### src/rtl/spi_regport.sv
module spi_regport #(
  parameter int AW = 7,
  parameter int DW = 16,
  parameter logic [15:0] ID_VAL = 16'h8990
) (
  input  logic          clk,
  input  logic          rst_n,
  input  logic          por_active,
  input  logic          cfg_rb3w,
  input  logic          cfg_odrain,
  input  logic          csb,
  input  logic          sclk,
  input  logic          sdin,
  output logic          sdio_out,
  output logic          sdio_oe,
  output logic          sdout_out,
  output logic          sdout_oe,
  output logic [AW-1:0] rd_addr,
  input  logic [DW-1:0] rd_data,
  output logic          wr_stb,
  output logic [AW-1:0] wr_addr,
  output logic [DW-1:0] wr_data,
  output logic          soft_rst
);
  localparam int HW = AW + 1;
  localparam int FW = HW + DW;
  localparam int CW = $clog2(FW + 1);

  logic          cs_m, cs_s, sck_m, sck_s, sck_q, sdi_m, sdi_s;
  logic [FW-1:0] sr;
  logic [HW-1:0] hdr;
  logic [CW-1:0] cnt;
  logic [DW-1:0] ob;
  logic          rb_active;
  logic          sck_rise, sck_fall, drv, bit_o, oe_o, out_o;

  assign sck_rise = sck_s & ~sck_q;
  assign sck_fall = ~sck_s & sck_q;
  assign rd_addr  = hdr[AW-1:0];

  always_ff @(posedge clk or negedge rst_n) begin
    if (!rst_n) begin
      cs_m <= 1'b1; cs_s <= 1'b1;
      sck_m <= 1'b0; sck_s <= 1'b0; sck_q <= 1'b0;
      sdi_m <= 1'b0; sdi_s <= 1'b0;
      sr <= '0; hdr <= '0; cnt <= '0; ob <= '0; rb_active <= 1'b0;
      wr_stb <= 1'b0; soft_rst <= 1'b0; wr_addr <= '0; wr_data <= '0;
    end else begin
      cs_m <= csb;   cs_s <= cs_m;
      sck_m <= sclk; sck_s <= sck_m; sck_q <= sck_s;
      sdi_m <= sdin; sdi_s <= sdi_m;
      wr_stb <= 1'b0;
      soft_rst <= 1'b0;
      if (cs_s) begin
        if (cnt == CW'(FW) && !sr[FW-1] && !por_active) begin
          if (sr[FW-2 -: AW] == '0) begin
            soft_rst <= 1'b1;
          end else begin
            wr_stb  <= 1'b1;
            wr_addr <= sr[FW-2 -: AW];
            wr_data <= sr[DW-1:0];
          end
        end
        cnt <= '0;
        hdr <= '0;
        rb_active <= 1'b0;
      end else begin
        if (sck_rise && cnt < CW'(FW)) begin
          sr  <= {sr[FW-2:0], sdi_s};
          cnt <= cnt + 1'b1;
          if (cnt == CW'(HW - 1)) hdr <= {sr[HW-2:0], sdi_s};
        end
        if (sck_fall && hdr[HW-1]) begin
          if (cnt == CW'(HW) && !rb_active) begin
            ob <= (hdr[AW-1:0] == '0) ? ID_VAL[DW-1:0] : rd_data;
            rb_active <= 1'b1;
          end else if (cnt == CW'(FW)) begin
            rb_active <= 1'b0;
          end else if (rb_active) begin
            ob <= {ob[DW-2:0], 1'b0};
          end
        end
      end
    end
  end

  assign drv   = rb_active & ~cs_s;
  assign bit_o = ob[DW-1];
  assign out_o = cfg_odrain ? 1'b0 : bit_o;
  assign oe_o  = cfg_odrain ? (drv & ~bit_o) : drv;

  assign sdio_out  = cfg_rb3w ? out_o : 1'b0;
  assign sdio_oe   = cfg_rb3w ? oe_o  : 1'b0;
  assign sdout_out = cfg_rb3w ? 1'b0  : out_o;
  assign sdout_oe  = cfg_rb3w ? 1'b0  : oe_o;
endmodule

### config.mk
export PLATFORM = sky130hd
export DESIGN_NAME = spi_regport
export DESIGN_NICKNAME = d
export VERILOG_FILES = /design/src/rtl/spi_regport.sv
export SDC_FILE = /design/constraint.sdc
export NUM_CORES = 1
export LEC_CHECK = 0
export ABC_AREA = 1
export ABC_CLOCK_PERIOD_IN_PS = 2530
export BUFFER_PORTS_ARGS = -buffer_cell sky130_fd_sc_hd__buf_2
export CORE_MARGIN = 3
export CORE_UTILIZATION = 31
export DETAILED_ROUTE_END_ITERATION = 8
export PLACE_DENSITY = 0.5
export SETUP_SLACK_MARGIN = 0.4
export SLEW_MARGIN = 20
export SYNTH_ARGS = -nofsm -noshare
export SYNTH_HDL_FRONTEND = slang
export SYNTH_SLANG_ARGS = --single-unit
export TNS_END_PERCENT = 50
### constraint.sdc
create_clock -name clk -period 2.53 [get_ports clk]
set_clock_uncertainty 0.05 [all_clocks]
set_input_delay 0.6325 -clock clk [delete_from_list [all_inputs] [get_ports clk]]
set_output_delay 0.6325 -clock clk [all_outputs]
set_load 0.1 [all_outputs]
==> results of run 1 <==
==> logic make-up after synthesis <==
family,share of synthesized area [%]
AO/OA/AOI/OAI,8.96
XOR/XNOR,0.229
adder cells (fa/ha/maj),0.654
buffers and inverters,8.73
flip-flops,56.3
AND/OR/NAND/NOR,25.1
==> what timing repair did <==
action | CTS | global route
endpoints found under the hold margin | 0 | 0
gates cloned | 0 | 0
gates resized for setup | 3 | 4
endpoints found under the setup margin | 2 | 6
==> synthesized netlist by cell type, drive strengths merged <==
library cell  number
and3               1
buf               19
clkbuf             1
dfrtp             84
dfstp              2
ha                 2
inv               46
nand2            154
nand3             24
nor2              30
nor3               5
o21ai             43
o22ai              9
or2                1
xnor2              1
==> final cells by class <==
cell class              count  area [µm²]
multi-input cells         270        1380
inverters                  46         173
fillers                  1209        7200
well taps                 164         205
clock inverters             3        46.3
flip-flops and latches     86        2150
clock buffers              11         233
repair buffers             66         367
==> per-layer routing <==
layer	global-route usage [%]	up-vias	wire (µm)
li1	-	1419	-
met1	17.4	1304	3830
met2	19.2	50	3670
met3	2.98	11	362
met4	5.28	0	134
met5	0	-	0
==> state kept, by name, indices dropped and copies added, names as in the netlist, 5 cells and up <==
register / flops
hdr: 8
ob: 16
wr_addr: 7
wr_data: 16
cnt: 5
sr: 24
==> through the flow <==
stage	setup slack, ns	cell area [µm²]	utilization (%)	cells
2_1_floorplan	0.304	3850	-	422
3_3_place_gp	0.434	4250	36.1	632
3_5_place_dp	0.406	4250	36.1	632
4_1_cts	0.377	4540	38.6	646
5_1_grt	0.396	4560	38.7	646
6_report	0.440	4560	38.7	646
==> power by group through the flow <==
| stage | clock [mW] | sequential, mW | combinational (mW) |
|---|---|---|---|
| 2_1_floorplan | 0 | 1.46 | 0.0758 |
| 3_3_place_gp | 0 | 1.46 | 0.145 |
| 3_5_place_dp | 0 | 1.46 | 0.147 |
| 4_1_cts | 1.32 | 1.44 | 0.148 |
| 5_1_grt | 1.38 | 1.44 | 0.166 |
| 6_report | 1.28 | 1.44 | 0.143 |
==> how the worst min path moves through the flow <==
stage          slack (ns)  cells past startpoint      to
3_3_place_gp         0.29                      0   sck_s
2_1_floorplan        0.28                      0   sck_s
5_1_grt              0.25                      1  wr_stb
4_1_cts              0.24                      1  wr_stb
3_5_place_dp         0.29                      0   sck_s
6_report             0.21                      1  wr_stb
==> impl_metrics.py, run 1 <==
metrics = {
    "die": {
        "rows": 39,
        "core_area_um2": 11800,
        "io_pins": 60,
        "die_w_um": 117,
        "initial_core_util_pct": 32.5,
        "die_area_um2": 13700,
        "die_h_um": 117,
    },
    "finish": {
        "fin_nets": 505,
        "drive_gt1_share_pct": 28.0,
        "syn_to_final_growth_pct": 19.0,
        "final_common_cell": "nand2_1",
        "diodes": 0,
        "layout_common_cells": "nand2_1 (136), dfrtp_1 (84), buf_2 (56), inv_1 (43), o21ai_0 (24)",
    },
    "synth": {
        "syn_inst": 422,
        "seq_area_frac_synth_pct": 56.3,
        "yosysTopAreaCell": "dfrtp_1",
        "syn_nets": 448,
        "yosysWarnings": 0,
        "netlist-cell-type-count": 25,
        "synth-seq-cells": 86,
        "netlist.area_leader.share_pct": 54.9,
        "synthesis.area_um2": 3830,
        "syn_area_per_cell_um2": 9.07,
        "synth_area_leaders": "dfrtp_1 (55%), nand2_1 (13%), o21ai_2 (4.3%)",
    },
    "min_path": {
        "min_path_type": "primary input to async pin",
    },
    "power": {
        "power_frac_seq_pct": 50.4,
        "leakagePower_nw": 2.31,
        "power.net_switching_mw": 0.641,
        "p_per_area_nw_per_um2": 627,
        "p_int_mw": 2.21,
        "comb_power_share_pct": 5.0,
        "peakVddDrop_mv": 0.251,
        "fin_total_pwr_mw": 2.86,
        "power.share.clock_pct": 44.6,
        "sw_frac_of_total_pct": 22.5,
    },
    "setup_path": {
        "worstSetupEndpointType": "primary output",
        "startpoint": "ob[15]",
        "critical_path_class": "flop to primary output",
        "reg2reg_depth": 9,
        "slowest_stage": "buf_2",
        "timing.rr.start": "cnt[0]",
        "path_delay_family": "buffers and inverters",
        "start_kind": "flop",
        "critPathBufInv": 2,
        "regToRegSetupSlack_ns": 0.74,
        "cpPeakStageDelay_ns": 0.44,
        "crit_chain": "inv_1 > nor3_4 > buf_2",
        "path_max_fanout": 3,
        "arrival_ns": 1.41,
        "cp.depth": 3,
        "r2r_end": "wr_data[3]",
        "crit_required_ns": 1.85,
        "crit_end": "sdio_out",
    },
    "timing": {
        "tightestPinTransition_ns": 0.592,
        "whs_ns": 0.213,
        "rsz0062_at_grt": "yes",
        "timing.final.crit_period_ns": 2.09,
        "setup_viol": 0,
        "fmax_ghz": 0.478,
        "finalSetupTns_ns": 0,
        "final-hold-violation-count": 0,
        "relSlewSlack_pct": 60.4,
        "finalMaxSlewViolations": 0,
        "fin_crit_sh_pct": 82.6,
    },
    "route": {
        "via_count": 2784,
        "drt-vias-per-instance": 4.31,
        "drc_errors": 0,
        "first_iter_violations": 198,
        "wirelength_um": 7990,
        "postRouteAntennaNets": 0,
        "post_drt_wl_per_cell_um": 12.4,
        "firstDrtPassIters": 4,
    },
    "global_routing": {
        "grt_use_total_pct": 12.6,
        "overflow": 0,
        "grt_max_degree": 43,
        "grt_pass1_vias": 2794,
        "antenna_found_initial": 0,
        "grt_pass1_wl_um": 13500,
    },
    "placement": {
        "gp_congestion": 0.755,
        "hpwl_um": 5570,
        "port_buffers": 59,
    },
    "run_status": {
        "outcome": "finished, final reports clean",
    },
    "clock_network": {
        "cts_tree": "done",
        "cts.sinks": 86,
        "insertion_delay_ns": 0.33,
        "clk_pin_slew_ns": 0.06,
        "cts_setup_buffers": 0,
        "postCtsHoldBufs": 0,
        "htreeDepth": 3,
        "cts_buffers": 9,
        "clock-root-buffer": "clkbuf_16",
        "clock_path_buffers": 2,
    },
    "run": {
        "cap_viol_max_count": 0,
    },
}
No activity file was read; power rests on OpenSTA's default activity.
==> run 2: changes to the inputs <==
--- a/config.mk
+++ b/config.mk
@@ -6,12 +6,12 @@
 export NUM_CORES = 1
 export LEC_CHECK = 0
 export ABC_AREA = 1
-export ABC_CLOCK_PERIOD_IN_PS = 2530
+export ABC_CLOCK_PERIOD_IN_PS = 1700
 export BUFFER_PORTS_ARGS = -buffer_cell sky130_fd_sc_hd__buf_2
 export CORE_MARGIN = 3
 export CORE_UTILIZATION = 31
 export DETAILED_ROUTE_END_ITERATION = 8
-export PLACE_DENSITY = 0.5
+export PLACE_DENSITY = 0.52
 export SETUP_SLACK_MARGIN = 0.4
 export SLEW_MARGIN = 20
 export SYNTH_ARGS = -nofsm -noshare
==> constraint.sdc (replaced) <==
create_clock -name clk -period 1.7 [get_ports clk]
set_clock_uncertainty 0.05 [all_clocks]
set_input_delay 0.425 -clock clk [delete_from_list [all_inputs] [get_ports clk]]
set_output_delay 0.425 -clock clk [all_outputs]
set_load 0.1 [all_outputs]
==> impl_metrics.py, run 2 (same netlist as run 1, synthesis figures left out) <==
metrics = {
    "power": {
        "leakagePower_nw": 3.08,
        "fin_total_pwr_mw": 4.74,
        "peakVddDrop_mv": 0.516,
        "p_per_area_nw_per_um2": 720,
    },
    "min_path": {
        "hp-start": "csb",
        "min_path_type": "primary input to flop",
    },
    "clock_network": {
        "cts.sinks": 86,
        "insertion_delay_ns": 0.34,
        "htreeDepth": 3,
        "clock_path_buffers": 2,
        "cts_buffers": 9,
        "cts_tree": "done",
        "clk_pin_slew_ns": 0.06,
        "clock-root-buffer": "clkbuf_16",
    },
    "timing": {
        "relSlewSlack_pct": 72.4,
        "setup_viol": 2,
        "fin_ws_ns": -0.0468,
        "fmax_ghz": 0.572,
        "timing.final.crit_period_ns": 1.75,
        "finalMaxSlewViolations": 0,
        "tightestPinTransition_ns": 0.415,
        "final-hold-violation-count": 0,
        "rsz0062_at_grt": "yes",
        "finalSetupTns_ns": -0.0908,
        "fin_crit_sh_pct": 103,
    },
    "run": {
        "cap_viol_max_count": 0,
    },
    "finish": {
        "layout_common_cells": "nand2_1 (74), dfrtp_1 (73), buf_12 (47), nand2_4 (44)",
        "final_common_cell": "nand2_1",
        "drive_gt1_share_pct": 58.0,
        "syn_to_final_growth_pct": 71.9,
        "top_register": "sr",
        "top_regs": "sr x24, ob x16, wr_data x16",
        "largest_register_ffs": 24,
        "fill_cells": 995,
        "fin_nets": 561,
        "diodes": 0,
        "utilization_pct": 56.0,
    },
    "die": {
        "die_w_um": 117,
        "die_h_um": 117,
        "rows": 39,
        "die_area_um2": 13700,
        "initial_core_util_pct": 32.5,
        "io_pins": 60,
        "core_area_um2": 11800,
    },
    "route": {
        "postRouteAntennaNets": 0,
        "wirelength_um": 9910,
        "post_drt_wl_per_cell_um": 14.1,
        "via_count": 3161,
        "drt-vias-per-instance": 4.49,
        "drc_errors": 0,
        "firstDrtPassIters": 4,
        "first_iter_violations": 107,
    },
    "global_routing": {
        "grt_max_degree": 34,
        "antenna_found_initial": 0,
        "grt_use_total_pct": 15.3,
        "grt_pass1_wl_um": 16300,
        "grt_pass1_vias": 3294,
        "overflow": 0,
    },
    "setup_path": {
        "critical_path_class": "flop to primary output",
        "startpoint": "cs_s",
        "start_kind": "flop",
        "slowest_stage": "dfstp_2",
        "timing.rr.start": "cnt[1]",
        "arrival_ns": 1.27,
        "cp_common_cell": "nor2_4",
        "crit_required_ns": 1.22,
        "path_max_fanout": 2,
        "crit_chain": "nor2_4 > nand2_4 > nor2_4 > buf_12",
        "cpPeakStageDelay_ns": 0.59,
        "worstSetupEndpointType": "primary output",
    },
    "placement": {
        "port_buffers": 59,
        "gp_congestion": 0.750,
        "hpwl_um": 5730,
    },
    "run_status": {
        "outcome": "finished, violations left",
        "violations": "negative setup slack",
    },
}
-- run 2: cell count changes in the layout (fill, tap and decap cells not counted), sizes merged --
| cell | delta |
|---|---|
| buf | +52 |
| dlygate4sd3 | +1 |
| clkbuf | +4 |
| inv | -5 |
| clkinvlp | +1 |
| bufinv | +1 |
| clkinv | +4 |
-- run 2: critical path: cells and delay by family (launching register included) --
kind / cells / cell delay [ns]
buf+inv: 1 / 0.16
flops: 1 / 0.59
simple gates: 3 / 0.18
-- run 2: area by class of cell --
type / instances / area, µm² / area share (%)
repair inverters: 1 / 7.51 / 0.114
flip-flops and latches: 86 / 2170 / 33.0
repair buffers: 121 / 1630 / 24.7
multi-input cells: 270 / 2040 / 31.0
clock buffers: 13 / 270 / 4.11
well taps: 164 / 205 / 3.12
clock inverters: 3 / 65.1 / 0.989
inverters: 46 / 199 / 3.02
-- run 2: stage by stage --
stage	setup slack, ns	instance area [µm²]	cells	hold WS (ns)
floorplan	-0.0185	3910	422	0.0794
global placement	0.108	4440	637	0.290
detailed placement	0.0720	4440	637	0.290
CTS	-0.0564	5940	683	0.122
global route	-0.104	6580	704	0.122
finish	-0.0468	6580	704	0.135
-- run 2: what timing repair did --
item,in CTS,in global routing
pin swaps,70,55
hold buffers,1,0
cloned,4,2
resized for setup,261,109
setup endpoints to repair,113,114
setup buffers,25,19
endpoints found under the hold margin,26,0
-- run 2: per-layer routing --
metal	part of all wire, %	global-route usage (%)
met5	0	0
met4	1.0	4.20
met3	3.9	4.63
met2	51	25.0
met1	44	19.8
-- run 2: worst paths after layout --
kind                                    to  slack [ns]  cells past startpoint
worst max-delay path               sdio_oe       -0.05                      4
worst min-delay path                  cs_m        0.14                      1
worst max register to register  wr_data[6]        0.11                     10
worst min register to register       sck_s        0.31                      0
max in group asynchronous             cs_s        0.54                      3
min in group asynchronous       wr_addr[3]        0.51                      2
-- run 2: report_power, final --
group / internal, mW / switching [mW]
clock network: 1.41 / 0.788
registers: 2.11 / 0.0626
logic: 0.157 / 0.216
total: 3.67 / 1.07
